`config.mk`:
```
export PLATFORM = sky130hd
export DESIGN_NAME = irq_dispatch_unit
export DESIGN_NICKNAME = d
export VERILOG_FILES = /design/src/rtl/irq_disp_pkg.sv /design/src/rtl/irq_accept.sv /design/src/rtl/irq_vector_gen.sv /design/src/rtl/irq_state_regs.sv /design/src/rtl/irq_dispatch_unit.sv
export SDC_FILE = /design/constraint.sdc
export NUM_CORES = 1
export LEC_CHECK = 0
export ABC_AREA = 1
export BUFFER_PORTS_ARGS = -buffer_cell sky130_fd_sc_hd__clkbuf_2
export CAP_MARGIN = 0
export CORE_AREA = 4 4 321 323
export CTS_BUF_LIST = sky130_fd_sc_hd__clkbuf_16
export DETAILED_ROUTE_END_ITERATION = 10
export DIE_AREA = 0 0 325 327
export GPL_TIMING_DRIVEN = 0
export PLACE_DENSITY = 0.48
export RECOVER_POWER = 100
export SLEW_MARGIN = 20
export SYNTH_ARGS = -nofsm -noshare
export SYNTH_HDL_FRONTEND = slang
export SYNTH_SLANG_ARGS = --single-unit
```
`constraint.sdc`:
```
create_clock -name clk_i -period 0.9 [get_ports clk_i]
set_input_delay 0.18 -clock clk_i [delete_from_list [all_inputs] [get_ports clk_i]]
set_output_delay 0.18 -clock clk_i [all_outputs]
set_load 0.02 [all_outputs]
```
`src/rtl/irq_disp_pkg.sv`:
```
package irq_disp_pkg;
  localparam int LVL_W       = 4;
  localparam int PS_EXCM_BIT = 4;
  localparam int PS_UM_BIT   = 5;
  localparam int SLOT_W      = 5;

  localparam logic [SLOT_W-1:0] SLOT_USER   = 5'd1;
  localparam logic [SLOT_W-1:0] SLOT_KERNEL = 5'd2;
  localparam logic [SLOT_W-1:0] SLOT_DOUBLE = 5'd3;
  localparam logic [SLOT_W-1:0] SLOT_HI_OFS = 5'd2;

  localparam int CAUSE_LEVEL1 = 4;

  typedef enum logic [1:0] {
    EXC_NONE   = 2'd0,
    EXC_USER   = 2'd1,
    EXC_KERNEL = 2'd2,
    EXC_DOUBLE = 2'd3
  } exc_kind_e;
endpackage

```
`src/rtl/irq_accept.sv`:
```
module irq_accept
  import irq_disp_pkg::*;
#(
  parameter int NUM_LEVELS = 6,
  parameter int XLEN       = 32
) (
  input  logic [LVL_W-1:0]           lvl_i,
  input  logic [LVL_W-1:0]           cur_lvl_i,
  input  logic [NUM_LEVELS*XLEN-1:0] mask_i,
  input  logic [XLEN-1:0]            intset_i,
  input  logic [XLEN-1:0]            intenable_i,
  output logic                       accept_o
);
  logic [XLEN-1:0] sel_mask;
  logic            in_range;

  always_comb begin
    sel_mask = '0;
    for (int l = 1; l <= NUM_LEVELS; l++) begin
      if (lvl_i == LVL_W'(l)) sel_mask = mask_i[(l-1)*XLEN +: XLEN];
    end
  end

  assign in_range = (int'(lvl_i) <= NUM_LEVELS);
  assign accept_o = (lvl_i > cur_lvl_i) && in_range &&
                    (|(sel_mask & intset_i & intenable_i));
endmodule

```
`src/rtl/irq_vector_gen.sv`:
```
module irq_vector_gen
  import irq_disp_pkg::*;
#(
  parameter int              XLEN        = 32,
  parameter bit              RELOC_EN    = 1'b1,
  parameter logic [XLEN-1:0] DEF_VECBASE = 32'h4000_0000,
  parameter logic [XLEN-1:0] VEC_STRIDE  = 32'h0000_0040
) (
  input  logic [SLOT_W-1:0] slot_i,
  input  logic [XLEN-1:0]   vecbase_i,
  output logic [XLEN-1:0]   vec_o
);
  logic [XLEN-1:0] offset;
  assign offset = XLEN'(slot_i) * VEC_STRIDE;

  if (RELOC_EN) begin : g_reloc
    // default - DEF_VECBASE + vecbase reduces to vecbase + offset
    assign vec_o = vecbase_i + offset;
  end else begin : g_fixed
    logic unused_base;
    assign unused_base = ^vecbase_i;
    assign vec_o = DEF_VECBASE + offset;
  end
endmodule

```
`src/rtl/irq_state_regs.sv`:
```
module irq_state_regs
  import irq_disp_pkg::*;
#(
  parameter int              NUM_LEVELS = 6,
  parameter int              XLEN       = 32,
  parameter bit              HAS_DEPC   = 1'b1,
  parameter bit              INT_OPT    = 1'b1,
  parameter logic [XLEN-1:0] RESET_VEC  = 32'h5000_0000
) (
  input  logic                           clk_i,
  input  logic                           rst_ni,
  input  logic                           accept_i,
  input  logic [LVL_W-1:0]               lvl_i,
  input  logic [XLEN-1:0]                pc_i,
  input  logic [XLEN-1:0]                ps_i,
  input  logic [XLEN-1:0]                vec_i,
  output logic [XLEN-1:0]                pc_o,
  output logic [XLEN-1:0]                ps_o,
  output logic [NUM_LEVELS*XLEN-1:0]     epc_o,
  output logic [(NUM_LEVELS-1)*XLEN-1:0] eps_o,
  output logic [XLEN-1:0]                depc_o,
  output logic [XLEN-1:0]                exccause_o,
  output logic [1:0]                     exc_kind_o,
  output logic                           taken_o
);
  localparam logic [XLEN-1:0] PS_RST    = INT_OPT ? XLEN'(32'h1F) : XLEN'(32'h10);
  localparam logic [XLEN-1:0] EXCM_MASK = XLEN'(1) << PS_EXCM_BIT;
  localparam logic [XLEN-1:0] LVL_MASK  = XLEN'(4'hF);

  logic      hi, excm, um;
  exc_kind_e kind_q;

  assign hi   = lvl_i > LVL_W'(1);
  assign excm = ps_i[PS_EXCM_BIT];
  assign um   = ps_i[PS_UM_BIT];

  always_ff @(posedge clk_i or negedge rst_ni) begin
    if (!rst_ni) begin
      pc_o       <= RESET_VEC;
      ps_o       <= PS_RST;
      exccause_o <= '0;
      kind_q     <= EXC_NONE;
      taken_o    <= 1'b0;
    end else begin
      taken_o <= accept_i;
      if (accept_i) begin
        pc_o <= vec_i;
        if (hi) begin
          ps_o   <= (ps_i & ~LVL_MASK) | XLEN'(lvl_i) | EXCM_MASK;
          kind_q <= EXC_NONE;
        end else begin
          ps_o       <= ps_i | EXCM_MASK;
          exccause_o <= XLEN'(CAUSE_LEVEL1);
          kind_q     <= excm ? EXC_DOUBLE : (um ? EXC_USER : EXC_KERNEL);
        end
      end
    end
  end
  assign exc_kind_o = kind_q;

  for (genvar l = 1; l <= NUM_LEVELS; l++) begin : g_epc
    logic            we;
    logic [XLEN-1:0] q;
    if (l == 1) begin : g_l1
      assign we = accept_i && !hi && (!excm || !HAS_DEPC);
    end else begin : g_hi
      assign we = accept_i && (lvl_i == LVL_W'(l));
    end
    always_ff @(posedge clk_i or negedge rst_ni) begin
      if (!rst_ni)  q <= '0;
      else if (we)  q <= pc_i;
    end
    assign epc_o[(l-1)*XLEN +: XLEN] = q;
  end

  for (genvar l = 2; l <= NUM_LEVELS; l++) begin : g_eps
    logic [XLEN-1:0] q;
    always_ff @(posedge clk_i or negedge rst_ni) begin
      if (!rst_ni)                                 q <= '0;
      else if (accept_i && lvl_i == LVL_W'(l))     q <= ps_i;
    end
    assign eps_o[(l-2)*XLEN +: XLEN] = q;
  end

  if (HAS_DEPC) begin : g_depc
    logic [XLEN-1:0] q;
    always_ff @(posedge clk_i or negedge rst_ni) begin
      if (!rst_ni)                         q <= '0;
      else if (accept_i && !hi && excm)    q <= pc_i;
    end
    assign depc_o = q;
  end else begin : g_no_depc
    assign depc_o = '0;
  end

  assert_hold_R2: assert property (@(posedge clk_i) disable iff (!rst_ni)
    !accept_i |=> ($stable(pc_o) && $stable(ps_o) && $stable(epc_o) &&
                   $stable(eps_o) && $stable(exccause_o) && !taken_o));
  assert_hi_level_R3: assert property (@(posedge clk_i) disable iff (!rst_ni)
    (accept_i && lvl_i > 4'd1) |=> (ps_o[3:0] == $past(lvl_i) && pc_o == $past(vec_i)));
  assert_cause_R4: assert property (@(posedge clk_i) disable iff (!rst_ni)
    (accept_i && lvl_i == 4'd1) |=> (exccause_o == XLEN'(CAUSE_LEVEL1)));
  assert_double_R5: assert property (@(posedge clk_i) disable iff (!rst_ni)
    (accept_i && lvl_i == 4'd1 && ps_i[PS_EXCM_BIT]) |=> (exc_kind_o == EXC_DOUBLE));
  assert_excm_set_R7: assert property (@(posedge clk_i) disable iff (!rst_ni)
    taken_o |-> ps_o[PS_EXCM_BIT]);
  assert_pulse_R9: assert property (@(posedge clk_i) disable iff (!rst_ni)
    accept_i |=> taken_o);
endmodule

```
`src/rtl/irq_dispatch_unit.sv`:
```
module irq_dispatch_unit
  import irq_disp_pkg::*;
#(
  parameter int              NUM_LEVELS  = 6,
  parameter int              XLEN        = 32,
  parameter bit              HAS_DEPC    = 1'b1,
  parameter bit              INT_OPT     = 1'b1,
  parameter bit              RELOC_EN    = 1'b1,
  parameter logic [XLEN-1:0] DEF_VECBASE = 32'h4000_0000,
  parameter logic [XLEN-1:0] VEC_STRIDE  = 32'h0000_0040,
  parameter logic [XLEN-1:0] RESET_VEC   = 32'h5000_0000
) (
  input  logic                           clk_i,
  input  logic                           rst_ni,
  input  logic [3:0]                     irq_level_i,
  input  logic [XLEN-1:0]                ps_i,
  input  logic [XLEN-1:0]                pc_i,
  input  logic [NUM_LEVELS*XLEN-1:0]     level_mask_i,
  input  logic [XLEN-1:0]                intset_i,
  input  logic [XLEN-1:0]                intenable_i,
  input  logic [XLEN-1:0]                vecbase_i,
  output logic [XLEN-1:0]                pc_o,
  output logic [XLEN-1:0]                ps_o,
  output logic [NUM_LEVELS*XLEN-1:0]     epc_o,
  output logic [(NUM_LEVELS-1)*XLEN-1:0] eps_o,
  output logic [XLEN-1:0]                depc_o,
  output logic [XLEN-1:0]                exccause_o,
  output logic [1:0]                     exc_kind_o,
  output logic                           taken_o
);
  logic              accept;
  logic [SLOT_W-1:0] slot;
  logic [XLEN-1:0]   vec;

  irq_accept #(.NUM_LEVELS(NUM_LEVELS), .XLEN(XLEN)) u_accept (
    .lvl_i       (irq_level_i),
    .cur_lvl_i   (ps_i[LVL_W-1:0]),
    .mask_i      (level_mask_i),
    .intset_i    (intset_i),
    .intenable_i (intenable_i),
    .accept_o    (accept)
  );

  always_comb begin
    if (irq_level_i > LVL_W'(1))   slot = SLOT_W'(irq_level_i) + SLOT_HI_OFS;
    else if (ps_i[PS_EXCM_BIT])    slot = SLOT_DOUBLE;
    else if (ps_i[PS_UM_BIT])      slot = SLOT_USER;
    else                           slot = SLOT_KERNEL;
  end

  irq_vector_gen #(
    .XLEN(XLEN), .RELOC_EN(RELOC_EN),
    .DEF_VECBASE(DEF_VECBASE), .VEC_STRIDE(VEC_STRIDE)
  ) u_vec (
    .slot_i    (slot),
    .vecbase_i (vecbase_i),
    .vec_o     (vec)
  );

  irq_state_regs #(
    .NUM_LEVELS(NUM_LEVELS), .XLEN(XLEN), .HAS_DEPC(HAS_DEPC),
    .INT_OPT(INT_OPT), .RESET_VEC(RESET_VEC)
  ) u_regs (
    .clk_i      (clk_i),
    .rst_ni     (rst_ni),
    .accept_i   (accept),
    .lvl_i      (irq_level_i),
    .pc_i       (pc_i),
    .ps_i       (ps_i),
    .vec_i      (vec),
    .pc_o       (pc_o),
    .ps_o       (ps_o),
    .epc_o      (epc_o),
    .eps_o      (eps_o),
    .depc_o     (depc_o),
    .exccause_o (exccause_o),
    .exc_kind_o (exc_kind_o),
    .taken_o    (taken_o)
  );

  assert_range_R10: assert property (@(posedge clk_i) disable iff (!rst_ni)
    (int'(irq_level_i) > NUM_LEVELS) |=> !taken_o);
  assert_level_gate_R2: assert property (@(posedge clk_i) disable iff (!rst_ni)
    (irq_level_i <= ps_i[LVL_W-1:0]) |=> !taken_o);
endmodule

```
==> impl_metrics.yaml <==
critical_path:
  slowest_stage: "buf_12"
  arrival_ns: 2.81
  cp_top_family: "simple AND/OR/NAND/NOR gates"
  slowest_delay_ns: 0.18
  reg2reg_depth: 2
  startpoint_type: "input port"
  crit_required_ns: 1.40
  critPathCaptureType: "register"
  crit_path_max_fanout: 7
  crit_top_cell: "nand2_1"
  path_buf_inv: 8
  path_cells: "clkbuf_16 > buf_12 > nand2_4 > nor2_4 > buf_6 > buf_8 > nand2_4 > nand2_4 > nand3b_1 > nand2_1 > nand2_1 > nor2_2 > nand2_1 > nor2_2 > nand2_4 > nand2_8 > buf_12 > nor2_4 > buf_12 > buf_12 > buf_8 > nand2_1 > nand2_1"
  cp.depth: 23
  critical_path_class: "input port to register"
min_path:
  hp-class: "input port to asynchronous set/reset pin"
synth:
  synthCells: 2674
  yosysWarningCount: 0
  synth_ff_type: "dfrtp_1"
  syn-cell-area_um2: 21000
  ys_types: 35
  synth_seq_cells: 451
  async_flop_share_pct: 100
  synthTopCellsByArea: "dfrtp_1, nand2_1, o21ai_0"
  synth_edf_count: 0
  synth_common_cells: "nand2_1, dfrtp_1, o21ai_0, inv_1, nand3_1"
  postSynthAreaPerCell_um2: 7.87
  synth_top_area_cell: "dfrtp_1"
  synth-seq-area-share_pct: 53.7
  synth_top_area_share_pct: 52.9
  synth_most_common_cell: "nand2_1"
sta:
  layout_setup_ws_ns: -1.41
  worst_pin_slew_ns: 1.22
  relSlewSlack_pct: 18.6
  setup_tns_ns: -960.25
  rsz0062_at_grt: "yes"
  setup_violations: 1180
  max_freq_ghz: 0.433
  fin_crit_sh_pct: 256
  final-max-slew-violation-count: 0
  hold_viol_final: 42
  holdWs_ns: -0.180
  worst_clock_skew_ns: 0
  fin_crit_ns: 2.31
die:
  dieArea_um2: 106000
  pin_count: 841
  core_um2: 99900
  die_h_um: 327
  die_x_um: 325
  initial_utilization_pct: 21.1
  rows: 116
clock_tree:
  worstSkewPairLatency_ns: 0.62
  cts_inserted_buffers: 55
  cts-root-buf: "clkbuf_16"
  cts-htree-levels: 2
  cts_tree: "yes"
  clockBufferDepth: 3
  holdBufCountCts: 84
  clkTransAtPathRegs_ns: 0.06
  cts_sinks: 451
detailed_routing:
  drtIter0Drc: 1485
  firstDrtPassIters: 5
  ant_nets: 0
  drc: 0
  wl_um: 121000
  avgViaCountPerCell: 4.37
  num_vias: 22300
  wl_per_cell_um: 23.8
global_routing:
  grt_pass1_vias: 22200
  grt_pass1_wl_um: 170000
  grt_max_degree: 78
  antenna_found_initial: 14
  grtUsageTotal_pct: 22.0
  overflow: 0
final_layout:
  drive_above_1_share_pct: 35.5
  area.growth.synth_to_final_pct: 56.7
  final_nets: 4122
power_and_ir_drop:
  power_leakage_nw: 18.4
  ir_drop_mv: 1.25
  p_per_area_nw_per_um2: 2260
job:
  maxCapViolations: 0
place:
  dp_slack_ns: -3.57
  io_buffers: 806
  place.gp.congestion: 0.998
  dp_hpwl_um: 93100
outcome:
  outcome: "finished, violations left"
  violations: "negative hold slack, negative setup slack"
[where the power goes]
part	internal, W	switching, W	total (W)	leakage [nW]
sequential	0.0252	0.00282	0.0281	5.92
clock	0.0125	0.00944	0.0219	0.878
combinational	0.00789	0.0166	0.0245	11.6
[worst paths after layout]
kind	startpoint	end	slack [ns]
worst max-delay path	irq_level_i[1]	u_regs.g_epc[2].q[15]	-1.41
max in group asynchronous	rst_ni	u_regs.g_epc[1].q[2]	-1.05
worst min register to register	u_regs.ps_o[0]	u_regs.ps_o[0]	0.47
worst min-delay path	rst_ni	u_regs.g_eps[2].q[21]	-0.18
worst max register to register	u_regs.ps_o[1]	u_regs.ps_o[1]	0.16
min in group clk_i	vecbase_i[6]	u_regs.pc_o[6]	-0.09
[sequential cells by signal, summed over array words and instances, names as in the netlist]
| signal | flops |
|---|---|
| u_regs.pc_o | 32 |
| u_regs.g_epc.q | 192 |
| u_regs.depc_o | 32 |
| u_regs.exccause_o | 1 |
| u_regs.ps_o | 31 |
| u_regs.taken_o | 1 |
| u_regs.exc_kind_o | 2 |
| u_regs.g_eps.q | 160 |
[worst reg2reg max path: cells and delay by family, from the launching register on]
family	cells	cell delay, ns
simple gates	1	0.05
compound gates	1	0.08
flops	1	0.54
[metal layers]
| metal | part of all wire [%] | global-route usage (%) | vias up | wire length [um] |
|---|---|---|---|---|
| met5 | 0.049 | 0 | - | 59 |
| met4 | 2.8 | 6.01 | 10 | 3450 |
| met3 | 9.0 | 8.18 | 154 | 10900 |
| met1 | 43 | 28.2 | 10800 | 52000 |
| met2 | 45 | 34.9 | 759 | 55000 |
| li1 | - | - | 10600 | - |
[layout by cell type, fill, tap and decap left out, types with 81 or more instances in the layout]
| cell | instances |
|---|---|
| nand2_1 | 1172 |
| o21ai_1 | 155 |
| nand2_2 | 81 |
| buf_4 | 88 |
| inv_1 | 133 |
| o21ai_0 | 179 |
| nand3_1 | 89 |
| dfrtp_1 | 445 |
| clkbuf_2 | 812 |
| dlygate4sd3_1 | 84 |
[kinds of logic after synthesis]
logic type	after synthesis	synth area share, %
buffers and inverters	325	7.20
DFF	451	53.7
and+or+nand+nor	1467	27.6
xor gates and xnor gates	24	0.999
adders and majority gates	11	0.690
other	2	0.0357
AOI/OAI and AO/OA	394	9.83
[what timing repair did]
action / in CTS / in global routing
resized for setup: 370 / 231
cloned: 16 / 4
buffers inserted: 64 / 17
endpoints found under the hold margin: 565 / 136
setup endpoints to repair: 1107 / 1107
pin swaps: 52 / 51
[per-stage QoR]
step	total power (W)	cell area, um2	cells	util (%)
2_1_floorplan	0.0396	21400	2704	-
3_3_place_gp	0.0509	27100	4808	27.1
3_5_place_dp	0.0512	27300	4817	27.4
4_1_cts	0.0752	32200	5078	32.3
5_1_grt	0.0786	32900	5098	33.0
6_report	0.0745	33000	5102	33.0
[cell type report]
class                      count  area [um2]
antenna                        8        20.0
fill                       10800       66900
clock buffer                  55        1380
buffer                       190        2060
multi-input combinational   1928        9170
timing repair buffer         996        6530
tap                         1298        1620
clock inverter                45         349
sequential                   451       11300
inverter                     131         532
Power figures use the tool's default switching activity.
